## src/rtl/des_seq_pkg.sv

```systemverilog
package des_seq_pkg;
  localparam int unsigned ROUNDS_PER_STAGE = 16;

  typedef enum logic [1:0] {
    SEQ_IDLE  = 2'd0,
    SEQ_SETUP = 2'd1,
    SEQ_RUN   = 2'd2
  } seq_state_t;

  typedef enum logic [1:0] {
    KEY_A = 2'd0,
    KEY_B = 2'd1,
    KEY_C = 2'd2
  } key_sel_t;
endpackage

```

## src/rtl/des_round_ctr.sv

```systemverilog
module des_round_ctr #(
  parameter int unsigned ROUNDS_PER_CLK = 1
) (
  input  logic       clk,
  input  logic       rst_n,
  input  logic       clear,
  input  logic       step,
  output logic [3:0] round_num,
  output logic       last
);
  localparam int unsigned CYC = des_seq_pkg::ROUNDS_PER_STAGE / ROUNDS_PER_CLK;
  localparam int unsigned CW  = $clog2(CYC);
  localparam logic [CW-1:0] LAST_CNT = CW'(CYC - 1);

  logic [CW-1:0] cnt_q;

  always_ff @(posedge clk or negedge rst_n) begin
    if (!rst_n)       cnt_q <= '0;
    else if (clear)   cnt_q <= '0;
    else if (step)    cnt_q <= (cnt_q == LAST_CNT) ? '0 : cnt_q + 1'b1;
  end

  assign last = (cnt_q == LAST_CNT);

  generate
    if (ROUNDS_PER_CLK == 1) begin : g_one
      assign round_num = 4'(cnt_q);
    end else begin : g_two
      assign round_num = {cnt_q, 1'b0};
    end
  endgenerate
endmodule

```

## src/rtl/des_stage_map.sv

```systemverilog
module des_stage_map (
  input  logic       triple,
  input  logic       encrypt,
  input  logic [1:0] stage,
  output logic [1:0] key_sel,
  output logic       decrypt
);
  import des_seq_pkg::*;

  always_comb begin
    if (!triple) begin
      key_sel = KEY_A;
      decrypt = !encrypt;
    end else if (encrypt) begin
      key_sel = stage;
      decrypt = (stage == 2'd1);
    end else begin
      key_sel = 2'd2 - stage;
      decrypt = (stage != 2'd1);
    end
  end
endmodule

```

## src/rtl/des_done_flag.sv

```systemverilog
module des_done_flag (
  input  logic clk,
  input  logic rst_n,
  input  logic set,
  input  logic clr,
  input  logic irq_en,
  output logic done,
  output logic irq_n
);
  always_ff @(posedge clk or negedge rst_n) begin
    if (!rst_n)   done <= 1'b0;
    else if (set) done <= 1'b1;
    else if (clr) done <= 1'b0;
  end

  assign irq_n = !(done && irq_en);
endmodule

```

## src/rtl/des_stage_seq.sv

```systemverilog
module des_stage_seq #(
  parameter int unsigned ROUNDS_PER_CLK = 1
) (
  input  logic       clk,
  input  logic       rst_n,
  input  logic       enable_i,
  input  logic       triple_i,
  input  logic       encrypt_i,
  input  logic       irq_en_i,
  input  logic       start_i,
  input  logic       stat_wr_i,
  input  logic       stat_wdone_i,
  output logic [1:0] key_sel_o,
  output logic       stage_load_o,
  output logic       round_en_o,
  output logic [3:0] round_num_o,
  output logic       stage_decrypt_o,
  output logic [1:0] block_num_o,
  output logic       done_o,
  output logic       irq_n_o
);
  import des_seq_pkg::*;

  seq_state_t state_q;
  logic [1:0] stage_q;
  logic       triple_q, enc_q;
  logic       rnd_last;
  logic       final_stage;
  logic       finish;

  assign final_stage = triple_q ? (stage_q == 2'd2) : (stage_q == 2'd0);
  assign finish      = enable_i && (state_q == SEQ_RUN) && rnd_last && final_stage;

  always_ff @(posedge clk or negedge rst_n) begin
    if (!rst_n) begin
      state_q  <= SEQ_IDLE;
      stage_q  <= 2'd0;
      triple_q <= 1'b0;
      enc_q    <= 1'b0;
    end else if (!enable_i) begin
      state_q <= SEQ_IDLE;
      stage_q <= 2'd0;
    end else begin
      case (state_q)
        SEQ_IDLE: if (start_i) begin
          state_q  <= SEQ_SETUP;
          stage_q  <= 2'd0;
          triple_q <= triple_i;
          enc_q    <= encrypt_i;
        end
        SEQ_SETUP: state_q <= SEQ_RUN;
        SEQ_RUN: if (rnd_last) begin
          if (final_stage) begin
            state_q <= SEQ_IDLE;
            stage_q <= 2'd0;
          end else begin
            state_q <= SEQ_SETUP;
            stage_q <= stage_q + 2'd1;
          end
        end
        default: state_q <= SEQ_IDLE;
      endcase
    end
  end

  des_round_ctr #(.ROUNDS_PER_CLK(ROUNDS_PER_CLK)) u_ctr (
    .clk       (clk),
    .rst_n     (rst_n),
    .clear     (state_q != SEQ_RUN || !enable_i),
    .step      (state_q == SEQ_RUN),
    .round_num (round_num_o),
    .last      (rnd_last)
  );

  des_stage_map u_map (
    .triple  (triple_q),
    .encrypt (enc_q),
    .stage   (stage_q),
    .key_sel (key_sel_o),
    .decrypt (stage_decrypt_o)
  );

  des_done_flag u_done (
    .clk    (clk),
    .rst_n  (rst_n),
    .set    (finish),
    .clr    (stat_wr_i && stat_wdone_i),
    .irq_en (irq_en_i),
    .done   (done_o),
    .irq_n  (irq_n_o)
  );

  assign stage_load_o = (state_q == SEQ_SETUP);
  assign round_en_o   = (state_q == SEQ_RUN);
  assign block_num_o  = (state_q == SEQ_IDLE) ? 2'd0 : stage_q + 2'd1;
endmodule

```

## config.mk

```make
export PLATFORM = sky130hd
export DESIGN_NAME = des_stage_seq
export DESIGN_NICKNAME = d
export VERILOG_FILES = /design/src/rtl/des_seq_pkg.sv /design/src/rtl/des_round_ctr.sv /design/src/rtl/des_stage_map.sv /design/src/rtl/des_done_flag.sv /design/src/rtl/des_stage_seq.sv
export SDC_FILE = /design/constraint.sdc
export NUM_CORES = 1
export LEC_CHECK = 0
export BUFFER_PORTS_ARGS = -buffer_cell sky130_fd_sc_hd__clkbuf_2
export CAP_MARGIN = 20
export CORE_MARGIN = 2
export CORE_UTILIZATION = 42
export CTS_CLUSTER_DIAMETER = 200
export DETAILED_ROUTE_END_ITERATION = 8
export PLACE_DENSITY = 0.72
export REMOVE_ABC_BUFFERS = 1
export SYNTH_ARGS = -nofsm -noshare
export SYNTH_HDL_FRONTEND = slang
export SYNTH_SLANG_ARGS = --single-unit
```

## constraint.sdc

```tcl
create_clock -name clk -period 1.3 [get_ports clk]
set_input_delay 0.325 -clock clk [delete_from_list [all_inputs] [get_ports clk]]
set_output_delay 0.325 -clock clk [all_outputs]
set_load 0.1 [all_outputs]
```

Word level (Yosys, flattened, before mapping)
Cells that the tools add are included.
{"block": "op_classes", "n_addsub": 3, "eq_ne": 10, "muxes": 21, "reduce_logical": 16}
{"op": "2-to-1 mux 2 bit", "n": 10}
{"op": "2-to-1 mux 4 bit", "n": 3}
{"op": "2-to-1 mux 1 bit", "n": 6}
{"op": "one-hot mux 2 bit (3 select lines)", "n": 1}
{"op": "AND reduction 3 bit", "n": 2}
{"op": "logical AND 1 bit", "n": 5}
{"op": "adder 4 x 1 -> 4 bit (second input constant)", "n": 1}
{"op": "== test 2 x 1 -> 1 bit (second input constant)", "n": 2}
{"op": "== test 2 bit (second input constant)", "n": 2}
{"op": "== test 4 bit (second input constant)", "n": 1}
{"op": "logical NOT 2 bit", "n": 2}
{"op": "one-hot mux 2 bit (2 select lines)", "n": 1}
{"op": "nonzero test 2 bit", "n": 2}
{"op": "logical NOT 1 bit", "n": 3}
{"op": "inequality test 3 x 1 -> 1 bit (second input constant)", "n": 1}
{"op": "inequality test 3 x 2 -> 1 bit (second input constant)", "n": 1}
{"op": "inequality test 3 bit (second input constant)", "n": 1}
{"op": "adder 2 x 1 -> 2 bit (second input constant)", "n": 1}
{"op": "inequality test 2 x 1 -> 1 bit (second input constant)", "n": 1}
{"op": "inequality test 2 bit (second input constant)", "n": 1}
{"op": "AND reduction 2 bit", "n": 1}
{"op": "subtractor 2 bit (first input constant)", "n": 1}
{"op": "logical OR 1 bit", "n": 1}
{"block": "word_totals", "ff_bits": 11, "in_bits": 9}

Logic depth before layout (Yosys ltp)
Gate-level depths: netlist of the first run.
{"block": "depth", "ltp_word": 6, "ltp_mapped": 5, "depth_no_buf": 5}

Modules after synthesis
A second synthesis of the first run with hierarchy kept.
{"block": "unflattened", "hier_cells": 70, "hier_area_um2": 669.4}
{"mod": "des_stage_seq", "n_inst": 1, "cells_each": 39, "area_per_inst_um2": 371.6, "seq_area_each_um2": 150.1}
{"mod": "des_round_ctr", "n_inst": 1, "cells_each": 20, "area_per_inst_um2": 206.4, "seq_area_each_um2": 100.1}
{"mod": "des_stage_map", "n_inst": 1, "cells_each": 7, "area_per_inst_um2": 51.3, "seq_area_each_um2": 0.0}
{"mod": "des_done_flag", "n_inst": 1, "cells_each": 4, "area_per_inst_um2": 40.0, "seq_area_each_um2": 25.0}

Least setup slack after synthesis of the first run
OpenSTA, ideal clock, no wires.
{"block": "synth_timing", "path_type": "register -> output", "from": "reg stage_q[0]", "to": "out block_num_o[1]", "arrival_ps": 2092, "t_required_ps": 975, "slack_ps": -1117, "path_stages_with_launch": 4, "path_buffers": 0, "path_cell_list": "dfrtp_1 inv_1 ha_1 nor2b_1"}
{"block": "synth_via", "elab_chain_len": 2}
{"element": "from (decl)", "line_no": "des_stage_seq.sv:25", "rtl": "logic [1:0] stage_q;"}
{"element": "from (signal assigned)", "line_no": "des_stage_seq.sv:58", "rtl": "stage_q <= stage_q + 2'd1;"}
{"element": "adder 2 x 1 -> 2 bit", "line_no": "des_stage_seq.sv:95", "rtl": "assign block_num_o = (state_q == SEQ_IDLE) ? 2'd0 : stage_q + 2'd1;"}
{"element": "2-to-1 mux 2 bit", "line_no": "des_stage_seq.sv:95"}
{"element": "to (decl)", "line_no": "des_stage_seq.sv:18", "rtl": "output logic [1:0] block_num_o,"}
Every way passes these cells.

Final worst setup path of the first run
{"block": "layout_timing", "from": "reg stage_q[1]", "to": "out key_sel_o[1]"}
{"block": "layout_via", "elab_chain_len": 3}
{"element": "subtractor 2 bit", "line_no": "des_stage_map.sv:18", "rtl": "key_sel = 2'd2 - stage;"}
{"element": "2-to-1 mux 2 bit (*)", "line_no": "des_stage_map.sv:14", "rtl": "end else if (encrypt) begin"}
{"element": "2-to-1 mux 2 bit (*)", "line_no": "des_stage_map.sv:11", "rtl": "if (!triple) begin"}
{"element": "to (decl)", "line_no": "des_stage_seq.sv:13", "rtl": "output logic [1:0] key_sel_o,"}
Mark *: on every way between the ends. The rest lies on a longest branch, timed or not.

==> results.json, run 1 <==
{
  "fin_crit_sh": 1.41,
  "worst_path_dominant_cell_family": "flip-flops",
  "synth_edf_count": 0,
  "clkLatencyLatePin_ns": 0.28,
  "maxCapViolCount": 0,
  "rows": 13,
  "crit_required_ns": 0.98,
  "r2r-end": "state_q[0]",
  "die_h_um": 42.6,
  "ys.flop_type": "dfrtp_1",
  "placed_cells": 103,
  "grt_max_degree": 12,
  "viasPerCell": 5.68,
  "synth.distinct_cells": 23,
  "vias": 670,
  "layout_setup_ws_ns": -0.534,
  "routed_wirelength_mm": 2.48,
  "tightest_slew_ns": 0.291,
  "p_leak_nw": 0.577,
  "die_w_um": 42.6,
  "ir_worst_vdd_mv": 0.821,
  "worstPathMaxFanout": 3,
  "startpoint": "stage_q[1]",
  "diodes": 0,
  "critPathSlowestCell": "dfrtp_1",
  "start_util": 0.463,
  "worstSetupEndpoint": "key_sel_o[1]",
  "drt_pass1_iterations": 4,
  "synth_area_um2": 626,
  "detailed_place_hpwl_mm": 1.04,
  "htreeDepth": 1,
  "rsz0062_at_grt": "true",
  "wl_per_cell_um": 21.0,
  "synth.avg_cell_area_um2": 11.0,
  "clock-sinks": 11,
  "rrSetupSlack_ns": -0.28,
  "max_freq_mhz": 545,
  "hold_class": "in -> reg",
  "cts_buffer_depth": 2,
  "final_util": 0.939,
  "synthTopCellsByArea": "dfrtp_1 44%, ha_1 8.0%, mux2i_1 4.8%, mux2_4 4.8%, nand2_1 4.8%",
  "first_iter_violations": 23,
  "core_area_um2": 1350,
  "synth.yosys.warnings": 0,
  "worst-path-stages": 5,
  "startpoint_type": "flop",
  "worstPathCellList": "inv_2 > ha_4 > o21ai_2 > and2_4 > buf_12",
  "critical_path.max_stage_delay_ns": 0.41,
  "fp.dieArea_um2": 1810,
  "maxSlewViolCount": 0,
  "arrival_ns": 1.51,
  "track_usage": 0.258,
  "async_flop_share": 1.00,
  "synth_top_area_share": 0.440,
  "r2r_cells": 6,
  "postRouteAntennaNets": 0,
  "grt_pass1_wl_mm": 3.31,
  "synth.most_common_cell": "dfrtp_1",
  "finalCriticalPeriod_ns": 1.83,
  "final_nets": 117,
  "timing.rr.start": "stage_q[1]",
  "synth_area_leader_cell": "dfrtp_1",
  "drc": 0,
  "violations": "setup timing",
  "antenna_found_initial": 0,
  "area_growth_pct": 103,
  "path_clk_slew_ns": 0.08,
  "drive_above_1_share": 0.670,
  "synthTopCellsByCount": "11 x dfrtp_1, 8 x nand2_1, 5 x nor2_1, 4 x ha_1, 4 x nand3_1",
  "relSlewSlack": 0.804,
  "portBuffers": 21,
  "endpoint_kind": "output pin",
  "num_io_pins": 22,
  "cts_made_buffers": 3,
  "tritoncts": "done",
  "root_buffer": "clkbuf_4",
  "power_density_nw_per_um2": 1140,
  "postPlaceCellArea_um2": 1020,
  "grt_pass1_vias": 679,
  "setup_violations": 15,
  "finalPower_mw": 1.44,
  "hold_viol": 0,
  "dp_slack_ns": -0.266,
  "fin_worst_skew_ns": 0.00497,
  "ys_seq_area_frac": 0.440,
  "final_area_um2": 1270,
  "synth_seq_cells": 11,
  "globalplace.congestion": 0.789,
  "critPathBufInv": 2,
  "stdcell_count": 118,
  "critPathKind": "reg -> out",
  "syn_inst": 57,
  "gr-total-overflow": 0,
  "status": "complete, but fails checks"
}
power breakdown:
part           leakage (nW)  switching (mW)  total, mW  internal, mW
registers             0.145          0.0505      0.422         0.371
clock network        0.0150           0.127      0.246         0.119
logic                 0.417           0.440      0.775         0.334
per-stage QoR:
| stage | TNS, ns | hold WS [ns] |
|---|---|---|
| after floorplan | -9.06 | 0.0294 |
| after global placement | -0.605 | 0.211 |
| after detailed placement | -0.793 | 0.216 |
| after CTS | -2.08 | 0.274 |
| after global routing | -3.72 | 0.283 |
| final | -2.99 | 0.284 |
logic make-up after synthesis:
family,synth area share
multiplexers,0.132
flip-flops,0.440
AND/OR/NAND/NOR,0.242
adder cells (fa/ha/maj),0.0800
AO/OA/AOI/OAI,0.0520
XOR/XNOR,0.0420
buffers and inverters,0.0120
routing by layer:
| metal | up-vias | GRT usage | routed length (µm) |
|---|---|---|---|
| met1 | 331 | 0.301 | 938 |
| met3 | 13 | 0.0388 | 153 |
| met2 | 41 | 0.434 | 1240 |
| met5 | - | 0 | 0 |
| li1 | 285 | - | - |
| met4 | 0 | 0.169 | 144 |
cells in the final DEF, fill, tap and decap left out:
master and instances:
o31ai_2 1, nor2_1 3, and2b_2 1, buf_4 9, dlygate4sd3_1 1, o21bai_1 1, dfrtp_1 9, xor2_2 1
mux2_4 2, nand3b_1 1, o21ai_2 1, and2_1 1, and2_4 2, xor2_1 1, nor4bb_1 1, nand2_1 6
mux2i_4 1, clkbuf_2 8, clkbuf_4 3, inv_2 2, dfrtp_2 2, nand2_2 2, xnor2_1 1, buf_6 11
mux2i_1 3, nand3_1 4, a22oi_2 1, ha_4 3, and3b_4 1, buf_12 13, and3_4 1, ha_1 1
nor2b_4 2, clkbuf_1 1, nor2_4 2
final cells by class:
class | count | area [µm²]
repair buffers | 42 | 502
multi-input cells | 44 | 435
flip-flops and latches | 11 | 278
fillers | 39 | 82.6
clock buffers | 4 | 26.3
well taps | 15 | 18.8
inverters | 2 | 7.51
worst min path at each step:
stage,startpoint,endpoint,depth (start not counted)
2_1_floorplan,rst_n,enc_q,0
3_3_place_gp,rst_n,triple_q,1
3_5_place_dp,rst_n,triple_q,1
4_1_cts,encrypt_i,enc_q,2
5_1_grt,triple_i,triple_q,2
6_report,triple_i,triple_q,2
registers in the layout, indices dropped and copies added, names as in the netlist:
name             flops
enc_q                1
state_q              2
u_ctr.round_num      4
u_done.done          1
triple_q             1
stage_q              2
worst reg2reg max path, stage by stage, from the launching register on:
cell and delay, ns:
dfrtp_1 0.41, buf_4 0.15, buf_4 0.14, ha_4 0.16
mux2i_4 0.16, mux2i_1 0.13, nor4bb_1 0.32
timing repair:
| item | 4_1_cts | 5_1_grt |
|---|---|---|
| setup endpoints to repair | 12 | 18 |
| gates cloned | 0 | 0 |
| setup buffers | 6 | 6 |
| gates resized for setup | 28 | 10 |
| endpoints found under the hold margin | 11 | 0 |
| pin swaps | 5 | 4 |
| hold buffers | 1 | 0 |
Power figures use the tool's default switching activity.
==> run 2: changes to the inputs <==
Settings changed: PLACE_DENSITY 0.72 to default, PLACE_DENSITY_LB_ADDON from default to 0.1.
==> run 2 against run 1 <==
  * The flow still finishes with violations (setup timing)
  * Maximum frequency decreased by 0.39%
  * Worst setup slack got worse by 0.0072 ns
  * Core utilization increased by 1.5 points
  * Critical path type unchanged
  * Final cell count increased by 1.7%
  * Sequential power increased by 2%
==> results.json, run 2 (synthesized netlist as in run 1, its figures left out) <==
{
  "dp_slack_ns": -0.238,
  "status": "complete, but fails checks",
  "worstPathCellList": "buf_6 > ha_2 > nand2_2 > xor2_2 > buf_12",
  "final_nets": 119,
  "critPathSlowestCell": "dfrtp_1",
  "critPathKind": "reg -> out",
  "start_util": 0.463,
  "core_area_um2": 1350,
  "crit_required_ns": 0.98,
  "finalPower_mw": 1.45,
  "diodes": 0,
  "seq_area_um2": 278,
  "worstPathMaxFanout": 2,
  "clkLatencyLatePin_ns": 0.29,
  "wl_per_cell_um": 21.6,
  "drt_pass1_iterations": 5,
  "maxCapViolCount": 0,
  "antenna_found_initial": 0,
  "fin_worst_skew_ns": 0.00631,
  "violations": "setup timing",
  "postRouteAntennaNets": 0,
  "root_buffer": "clkbuf_4",
  "die_w_um": 42.6,
  "drc": 0,
  "tritoncts": "done",
  "first_iter_violations": 16,
  "p_int_uw": 820,
  "power_density_nw_per_um2": 1130,
  "whs_path_depth": 2,
  "startpoint": "stage_q[0]",
  "detailed_place_hpwl_mm": 1.12,
  "setup_violations": 19,
  "pwr-share-seq": 0.297,
  "final_area_um2": 1290,
  "rows": 13,
  "ir_worst_vdd_mv": 0.909,
  "gr-total-overflow": 0,
  "p_comb_frac": 0.529,
  "grt_pass1_vias": 690,
  "mostFrequentLayoutCells": "13 x buf_12, 12 x buf_4, 10 x buf_6",
  "hold_viol": 0,
  "routed_wirelength_mm": 2.59,
  "startpoint_type": "flop",
  "globalplace.congestion": 0.779,
  "num_io_pins": 22,
  "hold_class": "in -> reg",
  "whs_ns": 0.275,
  "drive_above_1_share": 0.733,
  "final_util": 0.954,
  "viasPerCell": 5.66,
  "fin_crit_sh": 1.42,
  "fp.dieArea_um2": 1810,
  "power.share.clock": 0.174,
  "max_freq_mhz": 543,
  "postPlaceCellArea_um2": 1020,
  "path_clk_slew_ns": 0.08,
  "p_sw_frac": 0.435,
  "p_leak_nw": 0.585,
  "track_usage": 0.274,
  "cts_buffer_depth": 2,
  "rsz0062_at_grt": "true",
  "layout_setup_ws_ns": -0.542,
  "tightest_slew_ns": 0.372,
  "relSlewSlack": 0.751,
  "finalCriticalPeriod_ns": 1.84,
  "largest_register_ffs": 4,
  "area_growth_pct": 106,
  "multi_input_area_um2": 443,
  "timing.rr.start": "state_q[1]",
  "endpoint_kind": "output pin",
  "portBuffers": 21,
  "vias": 679,
  "power_switching_uw": 631,
  "rrSetupSlack_ns": -0.15,
  "grt_pass1_wl_mm": 3.39,
  "r2r-end": "stage_q[1]",
  "clock-sinks": 11,
  "htreeDepth": 1,
  "r2r_cells": 4,
  "cts_made_buffers": 3,
  "hold_path.startpoint": "triple_i",
  "grt_max_degree": 12,
  "critical_path.max_stage_delay_ns": 0.42,
  "n_fill_cell": 33,
  "final_common_cell": "buf_12",
  "worst_hold_path.endpoint": "triple_q",
  "maxSlewViolCount": 0,
  "arrival_ns": 1.52,
  "die_h_um": 42.6
}
run 2: through the flow:
step | std cells | setup TNS [ns]
after global placement | 103 | -0.591
after detailed placement | 103 | -0.750
final | 120 | -3.31
after CTS | 117 | -2.49
after global routing | 120 | -3.94
after floorplan | 57 | -9.06
run 2: critical path, delay by kind of cell, from the launching register on:
kind	cells	cell delay (ns)
DFF	1	0.42
and+or+nand+nor	1	0.10
adders and majority gates	1	0.19
buffers and inverters	2	0.33
xor gates and xnor gates	1	0.19
run 2: what timing repair did:
| item | 4_1_cts | 5_1_grt |
|---|---|---|
| endpoints found under the setup margin | 17 | 21 |
| resized for setup | 30 | 11 |
| hold buffers | 1 | 0 |
| endpoints found under the hold margin | 11 | 0 |
| buffers inserted | 10 | 4 |
| gates cloned | 0 | 0 |
| pin swaps | 1 | 3 |
run 2: layout make-up:
class                      count  area share
clock inverter                 1     0.00389
sequential                    11       0.216
tap                           15      0.0146
inverter                       2     0.00583
timing repair buffer          44       0.398
multi-input combinational     44       0.344
clock buffer                   3      0.0175
run 2: worst max-delay path by stage:
stage | slack (ns) | to | cells after the start
2_1_floorplan | -1.12 | block_num_o[1] | 3
3_3_place_gp | -0.22 | stage_decrypt_o | 5
3_5_place_dp | -0.24 | key_sel_o[1] | 5
4_1_cts | -0.47 | stage_decrypt_o | 5
5_1_grt | -0.59 | stage_decrypt_o | 5
6_report | -0.54 | stage_decrypt_o | 5
run 2: power by group through the flow:
stage,logic [mW],registers (mW),clock network [mW]
after floorplan,0.389,0.425,0
after global placement,0.636,0.415,0
after detailed placement,0.641,0.417,0
after CTS,0.720,0.423,0.251
after global routing,0.791,0.437,0.270
final,0.768,0.432,0.252
run 2: per-layer routing:
metal  GRT usage  wire, µm
met5           0         0
met4       0.150       178
met2       0.495      1260
met3      0.0905       207
met1       0.272       937
